===== config.mk =====
export PLATFORM = sky130hd
export DESIGN_NAME = norfork_core
export DESIGN_NICKNAME = d
export VERILOG_FILES = /design/src/rtl/norfork_pkg.sv /design/src/rtl/nf_ram.sv /design/src/rtl/nf_datapath.sv /design/src/rtl/nf_control.sv /design/src/rtl/norfork_core.sv
export SDC_FILE = /design/constraint.sdc
export NUM_CORES = 2
export LEC_CHECK = 0
export ABC_AREA = 1
export BUFFER_PORTS_ARGS = -buffer_cell sky130_fd_sc_hd__buf_2
export CAP_MARGIN = 20
export CORE_ASPECT_RATIO = 1.1
export CORE_MARGIN = 2
export CORE_UTILIZATION = 55
export CTS_CLUSTER_SIZE = 16
export DETAILED_ROUTE_END_ITERATION = 6
export PLACE_DENSITY = 0.71
export SYNTH_ARGS = -nofsm -noshare
export SYNTH_HDL_FRONTEND = slang
export SYNTH_HIERARCHICAL = 1
export SYNTH_SLANG_ARGS = --single-unit

===== constraint.sdc =====
create_clock -name clk -period 7.1 [get_ports clk]
set_input_delay 0.355 -clock clk [delete_from_list [all_inputs] [get_ports clk]]
set_output_delay 0.355 -clock clk [all_outputs]
set_load 0.1 [all_outputs]

===== src/rtl/norfork_pkg.sv =====
package norfork_pkg;

  typedef enum logic [3:0] {
    ST_F0   = 4'd0,
    ST_F1   = 4'd1,
    ST_F2   = 4'd2,
    ST_F3   = 4'd3,
    ST_RDA  = 4'd4,
    ST_RDB  = 4'd5,
    ST_WR   = 4'd6,
    ST_NX   = 4'd7,
    ST_HALT = 4'd8
  } coreState_e;

  typedef enum logic [1:0] {
    SEL_PC = 2'd0,
    SEL_A  = 2'd1,
    SEL_B  = 2'd2
  } addrSel_e;

  typedef struct packed {
    addrSel_e   addrSel;
    logic [1:0] fieldOfs;
    logic       ldAAddr;
    logic       ldBAddr;
    logic       ldTgtNz;
    logic       ldTgtZ;
    logic       ldValA;
    logic       ldZero;
    logic       memWe;
    logic       ldPc;
  } ctlStrobe_t;

endpackage


===== src/rtl/nf_ram.sv =====
module nf_ram #(
  parameter int ADDR_W = 8,
  parameter int DATA_W = 8
) (
  input  logic              clk,
  input  logic              we,
  input  logic [ADDR_W-1:0] addr,
  input  logic [DATA_W-1:0] wrData,
  output logic [DATA_W-1:0] rdData
);
  localparam int DEPTH = 1 << ADDR_W;

  logic [DATA_W-1:0] store [DEPTH];

  always_ff @(posedge clk) begin
    if (we) begin
      store[addr] <= wrData;
    end
    rdData <= store[addr];
  end

endmodule


===== src/rtl/nf_datapath.sv =====
module nf_datapath
  import norfork_pkg::*;
#(
  parameter int ADDR_W = 8,
  parameter int DATA_W = 8
) (
  input  logic              clk,
  input  logic              rst,
  input  ctlStrobe_t        strobe,
  input  logic [DATA_W-1:0] rdData,
  output logic [ADDR_W-1:0] memAddr,
  output logic [DATA_W-1:0] wrData,
  output logic              selfLoop
);
  logic [ADDR_W-1:0] pc;
  logic [ADDR_W-1:0] aAddr;
  logic [ADDR_W-1:0] bAddr;
  logic [ADDR_W-1:0] tgtNz;
  logic [ADDR_W-1:0] tgtZ;
  logic [DATA_W-1:0] valA;
  logic              zeroFlag;
  logic [ADDR_W-1:0] nextPc;

  always_comb begin
    unique case (strobe.addrSel)
      SEL_A:   memAddr = aAddr;
      SEL_B:   memAddr = bAddr;
      default: memAddr = pc + ADDR_W'(strobe.fieldOfs);
    endcase
  end

  assign wrData   = ~(valA | rdData);
  assign selfLoop = (tgtNz == pc) && (tgtZ == pc);
  assign nextPc   = zeroFlag ? tgtZ : tgtNz;

  always_ff @(posedge clk) begin
    if (rst) begin
      pc       <= '0;
      aAddr    <= '0;
      bAddr    <= '0;
      tgtNz    <= '0;
      tgtZ     <= '0;
      valA     <= '0;
      zeroFlag <= 1'b0;
    end else begin
      if (strobe.ldAAddr) aAddr    <= ADDR_W'(rdData);
      if (strobe.ldBAddr) bAddr    <= ADDR_W'(rdData);
      if (strobe.ldTgtNz) tgtNz    <= ADDR_W'(rdData);
      if (strobe.ldTgtZ)  tgtZ     <= ADDR_W'(rdData);
      if (strobe.ldValA)  valA     <= rdData;
      if (strobe.ldZero)  zeroFlag <= (wrData == '0);
      if (strobe.ldPc)    pc       <= nextPc;
    end
  end

  AST_PC_FROM_TARGET: assert property (@(posedge clk) disable iff (rst)
    strobe.ldPc |=> (pc == $past(tgtNz) || pc == $past(tgtZ)));

  AST_ZERO_SELECTS_Z: assert property (@(posedge clk) disable iff (rst)
    (strobe.ldPc && zeroFlag) |=> (pc == $past(tgtZ)));

  AST_WRITE_SAME_B: assert property (@(posedge clk) disable iff (rst)
    strobe.memWe |-> (memAddr == bAddr));

endmodule


===== src/rtl/nf_control.sv =====
module nf_control
  import norfork_pkg::*;
(
  input  logic       clk,
  input  logic       rst,
  input  logic       selfLoop,
  output ctlStrobe_t strobe,
  output logic       halted
);
  coreState_e state;
  coreState_e stateNext;

  always_comb begin
    strobe    = '0;
    strobe.addrSel = SEL_PC;
    stateNext = state;
    unique case (state)
      ST_F0: begin
        strobe.fieldOfs = 2'd0;
        stateNext = ST_F1;
      end
      ST_F1: begin
        strobe.fieldOfs = 2'd1;
        strobe.ldAAddr  = 1'b1;
        stateNext = ST_F2;
      end
      ST_F2: begin
        strobe.fieldOfs = 2'd2;
        strobe.ldBAddr  = 1'b1;
        stateNext = ST_F3;
      end
      ST_F3: begin
        strobe.fieldOfs = 2'd3;
        strobe.ldTgtNz  = 1'b1;
        stateNext = ST_RDA;
      end
      ST_RDA: begin
        strobe.addrSel = SEL_A;
        strobe.ldTgtZ  = 1'b1;
        stateNext = ST_RDB;
      end
      ST_RDB: begin
        strobe.addrSel = SEL_B;
        strobe.ldValA  = 1'b1;
        stateNext = ST_WR;
      end
      ST_WR: begin
        strobe.addrSel = SEL_B;
        strobe.memWe   = 1'b1;
        strobe.ldZero  = 1'b1;
        stateNext = ST_NX;
      end
      ST_NX: begin
        if (selfLoop) begin
          stateNext = ST_HALT;
        end else begin
          strobe.ldPc = 1'b1;
          stateNext = ST_F0;
        end
      end
      default: begin
        stateNext = ST_HALT;
      end
    endcase
  end

  always_ff @(posedge clk) begin
    if (rst) begin
      state <= ST_F0;
    end else begin
      state <= stateNext;
    end
  end

  assign halted = (state == ST_HALT);

  AST_HALT_STICKY: assert property (@(posedge clk) disable iff (rst)
    halted |=> halted);

  AST_ONE_WRITE_PER_STEP: assert property (@(posedge clk) disable iff (rst)
    strobe.memWe |=> !strobe.memWe);

  AST_NO_LOAD_WHEN_HALTED: assert property (@(posedge clk) disable iff (rst)
    halted |-> (!strobe.ldPc && !strobe.memWe));

endmodule


===== src/rtl/norfork_core.sv =====
module norfork_core
  import norfork_pkg::*;
#(
  parameter int ADDR_W = 8,
  parameter int DATA_W = 8
) (
  input  logic              clk,
  input  logic              rst,
  input  logic              hostWe,
  input  logic [ADDR_W-1:0] hostAddr,
  input  logic [DATA_W-1:0] hostWrData,
  output logic [DATA_W-1:0] hostRdData,
  output logic              halted
);
  ctlStrobe_t        strobe;
  logic              selfLoop;
  logic [ADDR_W-1:0] coreAddr;
  logic [DATA_W-1:0] coreWrData;
  logic [ADDR_W-1:0] ramAddr;
  logic [DATA_W-1:0] ramWrData;
  logic [DATA_W-1:0] ramRdData;
  logic              ramWe;

  assign ramAddr    = rst ? hostAddr   : coreAddr;
  assign ramWrData  = rst ? hostWrData : coreWrData;
  assign ramWe      = rst ? hostWe     : strobe.memWe;
  assign hostRdData = ramRdData;

  nf_ram #(.ADDR_W(ADDR_W), .DATA_W(DATA_W)) u_ram (
    .clk    (clk),
    .we     (ramWe),
    .addr   (ramAddr),
    .wrData (ramWrData),
    .rdData (ramRdData)
  );

  nf_datapath #(.ADDR_W(ADDR_W), .DATA_W(DATA_W)) u_dp (
    .clk      (clk),
    .rst      (rst),
    .strobe   (strobe),
    .rdData   (ramRdData),
    .memAddr  (coreAddr),
    .wrData   (coreWrData),
    .selfLoop (selfLoop)
  );

  nf_control u_ctl (
    .clk      (clk),
    .rst      (rst),
    .selfLoop (selfLoop),
    .strobe   (strobe),
    .halted   (halted)
  );

  AST_WRITE_AFTER_READB: assert property (@(posedge clk) disable iff (rst)
    ramWe |-> (ramAddr == $past(ramAddr)));

  AST_START_AT_ZERO: assert property (@(posedge clk) disable iff (rst)
    $fell(rst) |-> (ramAddr == '0));

  AST_HALT_NO_WRITE: assert property (@(posedge clk) disable iff (rst)
    halted |-> !ramWe);

endmodule


---- Word-level counts from Yosys, hierarchy flattened ----
Memory sizes are Yosys's and may differ from the RTL's. A register that Yosys moved wholly into a read port is not among the register bits.
Cells that the tools add are included.
cells by class
  $add $sub $neg .......................... 1
  eq/ne operators ......................... 12
  mux-type cells .......................... 19
  bitwise operators ....................... 2
  reductions and logical operators ........ 4
operators with widths
  cell                                           number
  one-hot mux 4 bit (8 select lines)             1
  2-to-1 mux 8 bit                               3
  == test 4 x 3 -> 1 bit, second input constant  4
  == test 8 bit                                  2
  one-hot mux 8 bit (2 select lines)             1
  2-to-1 mux 1 bit                               10
  adder 8 x 2 -> 8 bit                           1
  == test 4 x 2 -> 1 bit, second input constant  2
  logical NOT 8 bit                              1
  NOT 8 bit                                      1
  bitwise OR 8 bit                               1
  one-hot mux 2 bit (3 select lines)             1
  == test 4 x 1 -> 1 bit, second input constant  1
  == test 4 bit, second input constant           1
  logical NOT 4 bit                              1
  2-to-1 mux 4 bit                               1
  one-hot mux 2 bit (2 select lines)             1
  == test 2 x 1 -> 1 bit, second input constant  1
  == test 2 bit, second input constant           1
  2-to-1 mux 2 bit                               1
  OR reduction 2 bit                             1
  logical AND 1 bit                              1
storage, ports and cells
  bits in registers ....................... 53
  memory bits (writable) .................. 2048
  bits of input ports ..................... 19
  output and inout port bits .............. 9
  word-level logic and storage cells ...... 47
  memories ................................ 1
memories
  memory       depth  bits a word  read ports  clocked after memory_dff  write ports  line          RTL
  u_ram.store  256    8            1           1                         1            nf_ram.sv:13  logic [DATA_W-1:0] store [DEPTH];

---- Depth between registers and ports, before layout ----
  depth in word-level cells ............... 6
  mapped depth ............................ 28
  mapped depth without buffers ............ 24

---- Hierarchy ----
The synthesis kept the hierarchy.
by module, submodules not included
  module        instances  cells each  area an instance (µm²)  seq. area each (µm²)
  nf_ram        1          8021        84856.4                 61659.1
  nf_datapath   1          351         2457.4                  980.9
  norfork_core  1          55          255.2                   0.0
  nf_control    1          37          232.7                   80.1

---- Least setup slack after synthesis ----
OpenSTA, ideal clock, no wires.
  path kind ............................... reg-to-reg
  start point ............................. register u_ram.rdData[4], read port of u_ram.store
  end point ............................... memory u_ram.store[0][4], data pin
  setup time .............................. 0.826 ns
  arrival time ............................ 4.107 ns
  data required time ...................... 6.274 ns
  slack ................................... 2.167 ns
  stages on the path, launching flop included .. 6
  period minus slack after synthesis ...... 4.933 ns
  cells stage by stage .................... dfxtp_1 inv_1 nand2_1 inv_1 nand2_2 nand2_1
on the way
  cells in the longest elaborated chain, start to end .. 3
RTL lines
  item                line                RTL
  start: declaration  nf_ram.sv:9         output logic [DATA_W-1:0] rdData
  bitwise OR 8 bit    nf_datapath.sv:32   assign wrData = ~(valA | rdData);
  NOT 8 bit           nf_datapath.sv:32
  net coreWrData[4]   norfork_core.sv:18  logic [DATA_W-1:0] coreWrData;
  2-to-1 mux 8 bit    norfork_core.sv:25  assign ramWrData = rst ? hostWrData : coreWrData;
  net ramWrData[4]    norfork_core.sv:20  logic [DATA_W-1:0] ramWrData;
  end: declaration    nf_ram.sv:13
The timed path passes the listed nets, and every way through them passes these cells.

---- Worst setup path in the final report ----
  start point ............................. register u_ctl.state[2]
  end point ............................... register u_ram.rdData[4], read port of u_ram.store
on the way
  cells in the longest elaborated chain, start to end .. 6
  elaborated cells on any way between the ends .. 14
  classes of those cells .................. 1 x add/sub; 8 x eq/ne; 4 x mux; 1 x reduce/logical
RTL lines
  item                                                          line                RTL
  start: declaration                                            nf_control.sv:10    coreState_e state;
  start signal: assignment                                      nf_control.sv:71    state <= stateNext;
  branches (longest 4 deep; another with adder 8 x 2 -> 8 bit)  --
  one-hot mux 8 bit (2 select lines) *                          nf_datapath.sv:25   unique case (strobe.addrSel)
  net coreAddr[0]                                               norfork_core.sv:17  logic [ADDR_W-1:0] coreAddr;
  2-to-1 mux 8 bit *                                            norfork_core.sv:24  assign ramAddr = rst ? hostAddr : coreAddr;
  net ramAddr[0]                                                norfork_core.sv:19  logic [ADDR_W-1:0] ramAddr;
Mark *: on every way through the listed nets, which the timed path passes.
A chain may end at the register's enable or synchronous reset.

==> results.tsv <==
stage	metric	value	unit
critical_path	critical_path_depth	26	
place	port_buffers	27	
sta	slew_viol_final	0	
yosys	synth_top_area_share	70.04	%
sta	final_hold_viol_count	0	
route	firstDrtPassIters	6	
cts	clock_path_buffers	3	
route	via_per_inst	5.578	
sta	period_share	80.30	%
critical_path	startpoint_type	register	
final_layout	area_growth	9.261	%
run_status	status	completed	
power_and_ir_drop	worst_ir_drop_vdd	0.0002868	V
floorplanning	die_w	385.0	um
route	drt_iter0_markers	6810	
floorplanning	dieArea	0.1629	mm^2
global_routing	grt_pass1_vias	56268	
cts	path_clk_slew	0.06	ns
global_routing	grt_overflow	0	
cts	cts.htree.levels	4	
critical_path	cp.required	7.79	ns
place	place.gp.congestion	0.9078	
cts	cts_tree	yes	
yosys	synth_cell_types	33	
floorplanning	core	0.1583	mm^2
power_and_ir_drop	leakage	38.04	nW
critical_path	arrival	6.39	ns
final_layout	drive_gt1_share	5.116	%
yosys	syn_avg_cell_area	10.37	um^2
power_and_ir_drop	power.density	287.1	mW/mm^2
sta	worst_slew_pin_slew	1.167	ns
global_routing	grt_max_degree	217	
sta	setup-tns-final	0	ns
critical_path	critPathTopFamily	simple AND/OR/NAND/NOR gates	
critical_path	crit_top_cell	nand2_1	
power_and_ir_drop	combPwrFrac	10.7	%
route	finalWirelength	226600	um
sta	timing.fmax	175.4	MHz
cts	cts_buffers	201	
floorplanning	initial_core_util	55.46	%
cts	cts_root_buf	clkbuf_16	
critical_path	worst_path_max_delay_cell	nor2_1	
final_layout	final_cell_mix	nand2_1, edfxtp_1, nor2_1, clkbuf_16, nand3_1	
place	hpwl	124000	um
sta	finalClockSkew	0.02242	ns
power_and_ir_drop	clkPwrFrac	38.0	%
sta	rsz0062_at_grt	no	
global_routing	grt_pass1_wl	341100	um
yosys	yosysSeqAreaShare	71.43	%
yosys	ys_ff_latch	2109	
sta	finalCriticalPeriod	5.701	ns
route	wl_per_cell	21.38	um
floorplanning	num_rows	153	
route	antenna_left	0	
critical_path	path_max_fanout	216	
power_and_ir_drop	switching_share	25.32	%
route	drc	0	
floorplanning	ios	28	
cts	clock_latency	0.85	ns
critical_path	path_class	register to register	
global_routing	grt_antenna_before_repair	5	
cts	postCtsSetupRepairBufs	0	
route	vias	59100	
cts	clkSinkCount	2109	
power_and_ir_drop	switchingPower	0.006974	W
yosys	synth_area_leader_cell	edfxtp_1	
sta	setup_viol	0	
final_layout	final_common_cell	nand2_1	
yosys	syn_nets	8488	
power_and_ir_drop	internal_power	0.02057	W
yosys	syn_area	0.08780	mm^2
global_routing	grt_usage	27.73	%
final_layout	fin_util	60.60	%
job	cap_violations	0	
critical_path	cp-end-kind	register	
sta	relSlewSlack	22.21	%
critical_path	reg2reg_depth	26	
yosys	yosysWarnings	6	
yosys	synthCells	8464	
critical_path	slowest_delay	0.73	ns
min_path	hold_depth	3	
min_path	hold_path.class	input port to register	
critical_path	crit_buf_inv	7	
floorplanning	die_h	423.1	um
final_layout	layout.nets	8361	
power_and_ir_drop	seq_power_share	51.2	%
yosys	ys_top_cells_by_area	edfxtp_1, nand2_1, nor2_1	
## registers in the layout, summed over array words and instances (netlist names)
name,flops
u_ram/store,2048
u_dp/tgtNz,8
u_dp/tgtZ,8
u_ram/rdData,8
u_dp/zeroFlag,1
u_dp/bAddr,8
u_dp/pc,8
u_ctl/state,4
u_dp/valA,8
u_dp/aAddr,8
## power groups by stage
stage	Clock, W	Combinational [W]	Sequential, W
after global placement	0	0.00286	0.0144
after detailed placement	0	0.00290	0.0144
final	0.0105	0.00295	0.0141
after global routing	0.0111	0.00323	0.0141
after floorplan	0	0.00177	0.0146
after CTS	0.0106	0.00292	0.0141
## final cells by class
cell class,count,area [um^2]
diodes,2,5.005
multi-input cells,5818,22790
clock buffers,248,5308
flip-flops and latches,2109,62720
repair buffers,108,962.2
clock inverters,120,1116
well taps,2092,2618
inverters,99,412.9
fillers,12447,62380
## worst reg2reg max path, stage by stage (launching register included)
cell and delay (ns):
dfxtp_1 0.35, inv_1 0.06, nor2_2 0.11, inv_1 0.11, nor2_1 0.10, buf_4 0.22
inv_1 0.06, ha_1 0.42, inv_1 0.22, nor2_1 0.08, a21oi_1 0.11, nand2_1 0.10
nand2_4 0.36, inv_8 0.35, buf_12 0.37, nand2_1 0.52, nand2_1 0.08, nand2_1 0.08
nand2_1 0.07, nand2_1 0.07, nand2_1 0.07, o21ai_0 0.45, nand2_1 0.10, nor2_1 0.11
nor2_1 0.07, nor2_1 0.73, nand2_1 0.16
## timing repair
item                      4_1_cts  5_1_grt
gates resized for setup         0        0
hold buffers                    1        0
hold endpoints to repair        2        0
## layer usage
| layer | vias to the layer above | wire, um | global-route usage [%] |
|---|---|---|---|
| met1 | 28377 | 91510 | 38.40 |
| met3 | 464 | 20220 | 4.678 |
| met5 | - | 19 | 0 |
| met2 | 2789 | 104300 | 43.20 |
| met4 | 4 | 10510 | 12.70 |
| li1 | 27466 | - | - |
## final timing paths
| kind | start | end | slack [ns] |
|---|---|---|---|
| hold / removal | hostWrData[3] | u_ram/store[143][3] | 0.38 |
| setup reg to reg | u_ctl/state[2] | u_ram/rdData[4] | 1.40 |
| hold reg to reg | u_ctl/state[0] | u_ctl/state[0] | 0.52 |
| setup / recovery | u_ctl/state[2] | u_ram/rdData[4] | 1.40 |
## synthesized netlist by cell type, drive strengths merged
cell type	instances
nand2	4902
edfxtp	2048
nor2	388
buf	264
o21ai	213
nand3	197
clkbuf	174
inv	99
a21oi	86
dfxtp	61
nor3	6
xnor2	6
a22o	5
ha	4
o211ai	4
xor2	3
a22oi	2
fa	1
or2	1
## cell families after synthesis
logic type	Yosys count	synth area share [%]
AOI/OAI and AO/OA	310	1.806
xor gates and xnor gates	9	0.08978
adders and majority gates	5	0.07980
buffers and inverters	537	2.742
DFF	2109	71.43
and+or+nand+nor	5494	23.85
## stage by stage
| stage | cells | worst slack (ns) | hold WS (ns) | area [um^2] | power [W] |
|---|---|---|---|---|---|
| floorplan | 8464 | 2.167 | 0.4241 | 87800 | 0.01634 |
| global placement | 10224 | 1.720 | 0.4699 | 89480 | 0.01724 |
| detailed placement | 10225 | 1.772 | 0.4991 | 89490 | 0.01728 |
| CTS | 10594 | 1.707 | 0.3367 | 95930 | 0.02763 |
| global route | 10595 | 1.119 | 0.4168 | 95930 | 0.02841 |
| finish | 10596 | 1.399 | 0.3783 | 95930 | 0.02755 |
Note: power is estimated with default switching activity, not from simulation.
